<file path="config.mk">
export PLATFORM = sky130hd
export DESIGN_NAME = nco_quad
export DESIGN_NICKNAME = d
export VERILOG_FILES = /design/src/rtl/nco_pkg.sv /design/src/rtl/nco_qmul.sv /design/src/rtl/nco_phase_acc.sv /design/src/rtl/nco_trig_core.sv /design/src/rtl/nco_quad.sv
export SDC_FILE = /design/constraint.sdc
export NUM_CORES = 2
export LEC_CHECK = 0
export ABC_CLOCK_PERIOD_IN_PS = 26300
export BUFFER_PORTS_ARGS = -buffer_cell sky130_fd_sc_hd__buf_2
export CORE_AREA = 2 2 252 254
export CTS_CLUSTER_SIZE = 10
export DETAILED_ROUTE_END_ITERATION = 10
export DIE_AREA = 0 0 254 256
export PLACE_DENSITY = 0.7
export SLEW_MARGIN = 20
export SYNTH_ARGS = -nofsm -noshare
export SYNTH_HDL_FRONTEND = slang
export SYNTH_HIERARCHICAL = 1
export SYNTH_SLANG_ARGS = --single-unit
</file>
<file path="constraint.sdc">
create_clock -name clk -period 26.3 [get_ports clk]
set_input_delay 5.26 -clock clk [delete_from_list [all_inputs] [get_ports clk]]
set_output_delay 5.26 -clock clk [all_outputs]
set_load 0.03 [all_outputs]
</file>
<file path="src/rtl/nco_pkg.sv">
package nco_pkg;
    // Q15 datapath: FRAC fractional bits, with headroom for the value 1.0 and a sign bit
    localparam int FRAC  = 15;
    localparam int OUT_W = 16;
    localparam int IW    = FRAC + 3;
    localparam int XW    = IW + 2;

    typedef logic signed [IW-1:0]    qint_t;
    typedef logic signed [OUT_W-1:0] qout_t;

    localparam qint_t Q_ONE   = qint_t'(2**FRAC);
    // Horner coefficients of the cosine polynomial, as Q15 values
    localparam qint_t K_C2    = qint_t'(16384);   // 1/2
    localparam qint_t K_C4    = qint_t'(1365);    // 1/24
    localparam qint_t K_C6    = qint_t'(46);      // 1/720
    // Horner coefficients of the sine polynomial, as Q15 values
    localparam qint_t K_S3    = qint_t'(5461);    // 1/6
    localparam qint_t K_S5    = qint_t'(273);     // 1/120
    localparam qint_t K_S7    = qint_t'(7);       // 1/5040
    // Largest quarter-angle argument, pi/4 in Q15
    localparam qint_t QTR_PI  = qint_t'(25736);

    // Phase constants, radians times 2^FRAC
    localparam logic signed [31:0] PHASE_PI  = 32'sd102944;
    localparam logic signed [31:0] PHASE_2PI = 32'sd205887;

    function automatic qout_t q_sat(input logic signed [XW-1:0] v);
        logic signed [XW-1:0] hi;
        logic signed [XW-1:0] lo;
        hi = XW'((2**(OUT_W-1)) - 1);
        lo = -XW'(2**(OUT_W-1));
        if (v > hi)      return qout_t'(hi);
        else if (v < lo) return qout_t'(lo);
        else             return qout_t'(v);
    endfunction
endpackage

</file>
<file path="src/rtl/nco_qmul.sv">
module nco_qmul #(
    parameter int W     = 18,
    parameter int FBITS = 15,
    parameter int ROUND = 1
) (
    input  logic signed [W-1:0] a_i,
    input  logic signed [W-1:0] b_i,
    output logic signed [W-1:0] p_o
);
    localparam int PW = 2 * W;

    logic signed [PW-1:0] full;
    logic signed [PW-1:0] biased;

    assign full = PW'(a_i) * PW'(b_i);

    generate
        if (ROUND != 0) begin : g_round
            assign biased = full + (PW'(1) <<< (FBITS - 1));
        end else begin : g_trunc
            assign biased = full;
        end
    endgenerate

    assign p_o = W'(biased >>> FBITS);
endmodule

</file>
<file path="src/rtl/nco_phase_acc.sv">
module nco_phase_acc
    import nco_pkg::*;
#(
    parameter int          ACC_W      = 32,
    parameter int          ERR_W      = 16,
    parameter int          ERR_SHIFT  = 6,
    parameter int          VCO_GAIN   = 2,
    parameter logic [31:0] CENTER_INC = 32'h0000_4F35
) (
    input  logic                    clk,
    input  logic                    rst_n,
    input  logic                    start_i,
    input  logic signed [ERR_W-1:0] err_i,
    output logic                    done_o,
    output logic signed [ACC_W-1:0] phase_o
);
    typedef logic signed [ACC_W-1:0] acc_t;

    localparam acc_t PI_A     = acc_t'(PHASE_PI);
    localparam acc_t TWO_PI_A = acc_t'(PHASE_2PI);
    localparam acc_t STEP_A   = acc_t'(CENTER_INC);
    localparam acc_t GAIN_A   = acc_t'(VCO_GAIN);

    typedef enum logic {PA_IDLE, PA_FOLD} pa_st_e;

    typedef struct packed {
        pa_st_e st;
        logic   neg;
        acc_t   mag;
        acc_t   acc;
        logic   done;
    } pa_reg_t;

    pa_reg_t r_d, r_q;
    acc_t    err_term;
    acc_t    sum;

    always_comb begin
        err_term = acc_t'(err_i >>> ERR_SHIFT) * GAIN_A;
        sum      = r_q.acc + STEP_A + err_term;
        r_d      = r_q;
        r_d.done = 1'b0;
        case (r_q.st)
            PA_IDLE: begin
                if (start_i) begin
                    r_d.neg = sum[ACC_W-1];
                    r_d.mag = sum[ACC_W-1] ? -sum : sum;
                    r_d.st  = PA_FOLD;
                end
            end
            PA_FOLD: begin
                if (r_q.mag > PI_A) begin
                    r_d.mag = r_q.mag - TWO_PI_A;
                end else begin
                    r_d.acc  = r_q.neg ? -r_q.mag : r_q.mag;
                    r_d.done = 1'b1;
                    r_d.st   = PA_IDLE;
                end
            end
            default: r_d.st = PA_IDLE;
        endcase
    end

    always_ff @(posedge clk or negedge rst_n) begin
        if (!rst_n) r_q <= '0;
        else        r_q <= r_d;
    end

    assign done_o  = r_q.done;
    assign phase_o = r_q.acc;


    fold_range_chk: assert property (@(posedge clk) disable iff (!rst_n)
        r_q.done |-> (r_q.acc <= PI_A && r_q.acc >= -PI_A));


    acc_hold_chk: assert property (@(posedge clk) disable iff (!rst_n)
        !r_q.done |-> $stable(r_q.acc));


    start_idle_chk: assert property (@(posedge clk) disable iff (!rst_n)
        start_i |-> (r_q.st == PA_IDLE));
endmodule

</file>
<file path="src/rtl/nco_trig_core.sv">
module nco_trig_core
    import nco_pkg::*;
#(
    parameter int ROUND = 1
) (
    input  logic  clk,
    input  logic  rst_n,
    input  logic  start_i,
    input  qout_t x_i,
    output logic  done_o,
    output qout_t cos_o,
    output qout_t sin_o
);
    localparam int STEP_W = 4;

    typedef struct packed {
        logic              busy;
        logic [STEP_W-1:0] step;
        qint_t             x;
        qint_t             u;
        qint_t             a;
        qint_t             b;
        qint_t             c;
        logic              done;
        qout_t             cos_v;
        qout_t             sin_v;
    } tc_reg_t;

    tc_reg_t r_d, r_q;
    qint_t   mul_a, mul_b, prod, dbl;
    logic signed [XW-1:0] prod4;

    nco_qmul #(.W(IW), .FBITS(FRAC), .ROUND(ROUND)) u_mul (
        .a_i(mul_a),
        .b_i(mul_b),
        .p_o(prod)
    );

    assign dbl   = (prod <<< 1) - Q_ONE;
    assign prod4 = $signed({prod, 2'b00});

    // Operand selection per step of the schedule
    always_comb begin
        case (r_q.step)
            4'd0:    begin mul_a = r_q.x; mul_b = r_q.x; end
            4'd1:    begin mul_a = r_q.u; mul_b = K_C6;  end
            4'd2:    begin mul_a = r_q.u; mul_b = r_q.a; end
            4'd3:    begin mul_a = r_q.u; mul_b = r_q.a; end
            4'd4:    begin mul_a = r_q.u; mul_b = K_S7;  end
            4'd5:    begin mul_a = r_q.u; mul_b = r_q.b; end
            4'd6:    begin mul_a = r_q.u; mul_b = r_q.b; end
            4'd7:    begin mul_a = r_q.x; mul_b = r_q.b; end
            4'd8:    begin mul_a = r_q.c; mul_b = r_q.c; end
            4'd9:    begin mul_a = r_q.b; mul_b = r_q.c; end
            4'd10:   begin mul_a = r_q.a; mul_b = r_q.a; end
            default: begin mul_a = r_q.b; mul_b = r_q.a; end
        endcase
    end

    always_comb begin
        r_d      = r_q;
        r_d.done = 1'b0;
        if (!r_q.busy) begin
            if (start_i) begin
                r_d.busy = 1'b1;
                r_d.step = '0;
                r_d.x    = {{(IW-OUT_W){x_i[OUT_W-1]}}, x_i};
            end
        end else begin
            r_d.step = r_q.step + 1'b1;
            case (r_q.step)
                4'd0:  r_d.u = prod;               // x^2
                4'd1:  r_d.a = K_C4 - prod;
                4'd2:  r_d.a = K_C2 - prod;
                4'd3:  r_d.c = Q_ONE - prod;       // cos of quarter angle
                4'd4:  r_d.b = K_S5 - prod;
                4'd5:  r_d.b = K_S3 - prod;
                4'd6:  r_d.b = Q_ONE - prod;
                4'd7:  r_d.b = prod;               // sin of quarter angle
                4'd8:  r_d.a = dbl;                // cos of half angle
                4'd9:  r_d.b = prod;               // sin * cos
                4'd10: r_d.c = dbl;                // cos of full angle
                default: begin
                    r_d.busy  = 1'b0;
                    r_d.done  = 1'b1;
                    r_d.cos_v = q_sat(XW'(r_q.c));
                    r_d.sin_v = q_sat(prod4);
                end
            endcase
        end
    end

    always_ff @(posedge clk or negedge rst_n) begin
        if (!rst_n) r_q <= '0;
        else        r_q <= r_d;
    end

    assign done_o = r_q.done;
    assign cos_o  = r_q.cos_v;
    assign sin_o  = r_q.sin_v;


    x_range_chk: assert property (@(posedge clk) disable iff (!rst_n)
        start_i |-> ($signed(x_i) <= $signed(QTR_PI) && $signed(x_i) >= -$signed(QTR_PI)));


    start_free_chk: assert property (@(posedge clk) disable iff (!rst_n)
        start_i |-> !r_q.busy);
endmodule

</file>
<file path="src/rtl/nco_quad.sv">
module nco_quad
    import nco_pkg::*;
#(
    parameter int          ACC_W      = 32,
    parameter int          ERR_W      = 16,
    parameter int          ERR_SHIFT  = 6,
    parameter int          VCO_GAIN   = 2,
    parameter logic [31:0] CENTER_INC = 32'h0000_4F35,
    parameter int          ROUND      = 1
) (
    input  logic                    clk,
    input  logic                    rst_n,
    input  logic                    strobe_i,
    input  logic signed [ERR_W-1:0] err_i,
    output logic signed [OUT_W-1:0] cos_o,
    output logic signed [OUT_W-1:0] sin_o,
    output logic                    valid_o
);
    typedef enum logic [1:0] {TOP_IDLE, TOP_PHASE, TOP_TRIG} top_st_e;

    typedef struct packed {
        top_st_e st;
        qout_t   cos_v;
        qout_t   sin_v;
        logic    valid;
    } top_reg_t;

    top_reg_t r_d, r_q;

    logic                    ph_start, ph_done;
    logic signed [ACC_W-1:0] ph_phase;
    logic                    tr_start, tr_done;
    qout_t                   tr_x, tr_cos, tr_sin;

    assign ph_start = (r_q.st == TOP_IDLE) && strobe_i;
    assign tr_start = (r_q.st == TOP_PHASE) && ph_done;
    assign tr_x     = OUT_W'(ph_phase >>> 2);

    nco_phase_acc #(
        .ACC_W(ACC_W), .ERR_W(ERR_W), .ERR_SHIFT(ERR_SHIFT),
        .VCO_GAIN(VCO_GAIN), .CENTER_INC(CENTER_INC)
    ) u_phase (
        .clk(clk), .rst_n(rst_n), .start_i(ph_start), .err_i(err_i),
        .done_o(ph_done), .phase_o(ph_phase)
    );

    nco_trig_core #(.ROUND(ROUND)) u_trig (
        .clk(clk), .rst_n(rst_n), .start_i(tr_start), .x_i(tr_x),
        .done_o(tr_done), .cos_o(tr_cos), .sin_o(tr_sin)
    );

    always_comb begin
        r_d       = r_q;
        r_d.valid = 1'b0;
        case (r_q.st)
            TOP_IDLE:  if (strobe_i) r_d.st = TOP_PHASE;
            TOP_PHASE: if (ph_done)  r_d.st = TOP_TRIG;
            TOP_TRIG: begin
                if (tr_done) begin
                    r_d.cos_v = tr_cos;
                    r_d.sin_v = tr_sin;
                    r_d.valid = 1'b1;
                    r_d.st    = TOP_IDLE;
                end
            end
            default: r_d.st = TOP_IDLE;
        endcase
    end

    always_ff @(posedge clk or negedge rst_n) begin
        if (!rst_n) r_q <= '0;
        else        r_q <= r_d;
    end

    assign cos_o   = r_q.cos_v;
    assign sin_o   = r_q.sin_v;
    assign valid_o = r_q.valid;


    valid_pulse_chk: assert property (@(posedge clk) disable iff (!rst_n)
        valid_o |=> !valid_o);


    out_hold_chk: assert property (@(posedge clk) disable iff (!rst_n)
        !valid_o |-> ($stable(cos_o) && $stable(sin_o)));


    phase_span_chk: assert property (@(posedge clk) disable iff (!rst_n)
        tr_start |-> (ph_phase <= ACC_W'(PHASE_PI) && ph_phase >= -ACC_W'(PHASE_PI)));
endmodule

</file>
==> reports/summary.md <==
The depth of the critical timing path with buffers and inverters included was 34. The detailed router finished its first iteration with 2604 violations. The worst setup path is captured at a flop. The synthesized area per cell was 8.56 sq um; the required time at the worst-slack endpoint was 26.77 ns. From left edge to right edge, the die measures 254 um. The synthesized netlist cell count is 3362, and the area of the multi-input gates is 20100 sq um. In this run the critical register-to-register path is launched from u_trig/r_q[124]$_DFFE_PN0P_. Derived from the worst setup path, the maximum achievable clock frequency is 90.1 MHz. Clock tree synthesis inserted a total of 27 buffers. Overall track demand over capacity in global routing: 24.1%. The flow ran to the end, and the final reports show no timing, DRC or antenna violations.

The detail route stage leaves a number of antenna-violating nets equal to 0. Slowest cell on the critical path: sky130_fd_sc_hd__a21oi_1. The layout has 5979 filler cells.

The tool flagged a number of max-cap violations equal to 0. The post-detailed-routing wire length was 78100 um; the number of design rule violations left after detail routing was 0. For the final database, setup skew stands at 0.0280 ns. Once the clock tree was built, the resizer swapped 0 gates to a different size.

The run gives 21.5% as the relative slew slack. The die covers 65000 sq um. After clock tree synthesis, the setup repair step added 0 buffers. For this design, the sink count on the clock tree is 227.

The worst hold-check path type was flop to flop. The via count of the first global-routing pass was 23000; the initial cell density of the core was 46.1%. For this run, the slowest stage of the critical path takes 0.84 ns. Clock tree synthesis selected as its root buffer the cell sky130_fd_sc_hd__clkbuf_16. The area growth from synthesis to layout is 3.65%. The proportion of layout cells with a drive suffix above 1 came out at 8.30%. Along the worst path, the maximum fanout reaches 16. The area of the placeable core is 62400 sq um. The number of buffers added to fix hold violations after cts is 0. Setup violations remaining at the end of the flow were counted as 0.

After detailed routing, the number of vias per cell comes to 5.78. The tools report the total I/O pin count as 52. Across all layers, the routed design uses 23400 vias.

The H-tree level count is 1, and the number of nets produced by synthesis is 3845. Setup repair after global routing left no endpoint under its margin. The number of pins exceeding their max-slew limit in the final report was 0. Detailed-routing iteration count for the pre-antenna-repair pass: 10. STA puts the critical path data arrival time at 11.57 ns.

Counting along the longest clock path gives a buffer depth of 3. The category of the most critical setup path is flop to flop. Summed over all layers, the global routing overflow is 0. The run gives 57200 um as the post-DP HPWL. The worst setup path is launched from a flop.

The critical path ends at u_trig/sin_o[4]$_DFFE_PN0P_. The run gives 0 ns as the total negative setup slack. For this run, the number of Yosys warnings is 6.

The run gives 0 as the initial antenna violation count. The logs give 0.59 ns for the insertion delay to the later sink of the worst-skew pair and 5680 sq um for the area used by sequential logic in the layout. Row generation in the floorplan step produced 92 rows. The count of buffers added on input and output ports is 45. Subtracting the final worst setup slack from the clock period gives 11.10 ns. The most critical setup path has its startpoint at u_trig/r_q[124]$_DFFE_PN0P_. Net count of the finished layout: 3684.

At the pin with the least slew margin, the transition time is 1.17 ns. The clock transition at the registers of the reported paths is 0.05 ns. Dividing the detail-routed wire length by the instance count gives 19.3 um. The worst register-to-register path ends at u_trig/sin_o[4]$_DFFE_PN0P_. The logs give 15.20 ns for the reg2reg setup slack and 28800 sq um for the post-synthesis cell area. The total buffers and inverters traversed by the critical path works out to 8. The portion of the clock cycle consumed by the worst path in the final layout was 42.2%. The cell family with the largest share of critical-path delay was adder cells. TritonCTS built the clock tree. Routability-driven placement finished with a final weighted congestion of 0.933. The cell depth of the worst flop-to-flop path was 34; the vertical die dimension was 256 um. The final hold violation count is 0. The pin count of the biggest net entering global routing came out at 92.

The first-pass GRT wire length came out at 125000 um. Once layout is complete, the utilization of the core stands at 47.8%.
layout make-up:
cell class / count / area share [%]
multi-input cells: 2415 / 67.4
flip-flops and latches: 227 / 19.0
inverters: 435 / 5.47
well taps: 846 / 3.55
clock buffers: 30 / 2.34
repair buffers: 95 / 2.05
clock inverters: 3 / 0.193
diodes: 1 / 0.00839
metrics by stage:
stage          hold slack (ns)  cell area, sq um  worst slack, ns  instances
2_1_floorplan            0.451             28800            17.15       3362
3_3_place_gp             0.462             29100            15.40       4018
3_5_place_dp             0.471             29100            15.38       4018
4_1_cts                  0.483             29800            15.31       4051
5_1_grt                  0.511             29800            14.44       4051
6_report                 0.480             29800            15.20       4052
sequential cells by signal, summed over array words and instances, names as in the netlist:
name	flops
u_trig/cos_o	16
cos_o	16
r_q	2
u_trig/sin_o	15
u_phase/phase_o	32
u_trig/r_q	93
valid_o	1
u_phase/done_o	1
sin_o	16
u_phase/r_q	34
u_trig/done_o	1
tightest hold or removal path: stages, from the launching register on:
cell	delay, ns
sky130_fd_sc_hd__dfrtp_1	0.34
sky130_fd_sc_hd__nand2_1	0.05
sky130_fd_sc_hd__o21ai_0	0.06
worst min-delay path by stage:
stage	from	to	slack (ns)	cells past startpoint
2_1_floorplan	u_trig/cos_o[0]$_DFFE_PN0P_	u_trig/cos_o[0]$_DFFE_PN0P_	0.45	2
4_1_cts	u_trig/cos_o[4]$_DFFE_PN0P_	u_trig/cos_o[4]$_DFFE_PN0P_	0.48	2
6_report	u_trig/cos_o[5]$_DFFE_PN0P_	u_trig/cos_o[5]$_DFFE_PN0P_	0.48	2
3_5_place_dp	u_trig/cos_o[4]$_DFFE_PN0P_	u_trig/cos_o[4]$_DFFE_PN0P_	0.47	2
3_3_place_gp	u_trig/cos_o[12]$_DFFE_PN0P_	u_trig/cos_o[12]$_DFFE_PN0P_	0.46	2
5_1_grt	u_trig/sin_o[8]$_DFFE_PN0P_	u_trig/sin_o[8]$_DFFE_PN0P_	0.51	2
metal layers:
layer / vias up / global-route usage (%) / share of wire (%)
met3: 199 / 4.34 / 7.4
li1: 10700 / - / -
met5: - / 0 / 0
met4: 0 / 8.20 / 3.7
met1: 11600 / 31.8 / 41
met2: 853 / 39.6 / 48
cell usage in the layout (no fill, tap or decap), drive strengths merged, types with 11 or more instances in the layout:
| cell type | count |
|---|---|
| or3 | 25 |
| o21a | 16 |
| nor3 | 40 |
| a222oi | 31 |
| a211oi | 22 |
| xor2 | 60 |
| a221oi | 20 |
| nand2b | 19 |
| dfrtp | 227 |
| or2 | 11 |
| xnor2 | 79 |
| nand3 | 53 |
| fa | 307 |
| nand2 | 448 |
| and3 | 15 |
| o21ai | 202 |
| a21o | 28 |
| o211ai | 25 |
| and2 | 168 |
| nor2 | 193 |
| nor4 | 18 |
| o221ai | 11 |
| a31oi | 22 |
| ha | 157 |
| o22ai | 11 |
| buf | 95 |
| clkbuf | 30 |
| a21oi | 133 |
| mux2 | 74 |
| nand4 | 19 |
| o31ai | 23 |
| inv | 434 |
Power is left out: the tool's default activity adds up to more than one toggle a clock period on the data nets, which glitch-free logic cannot reach.
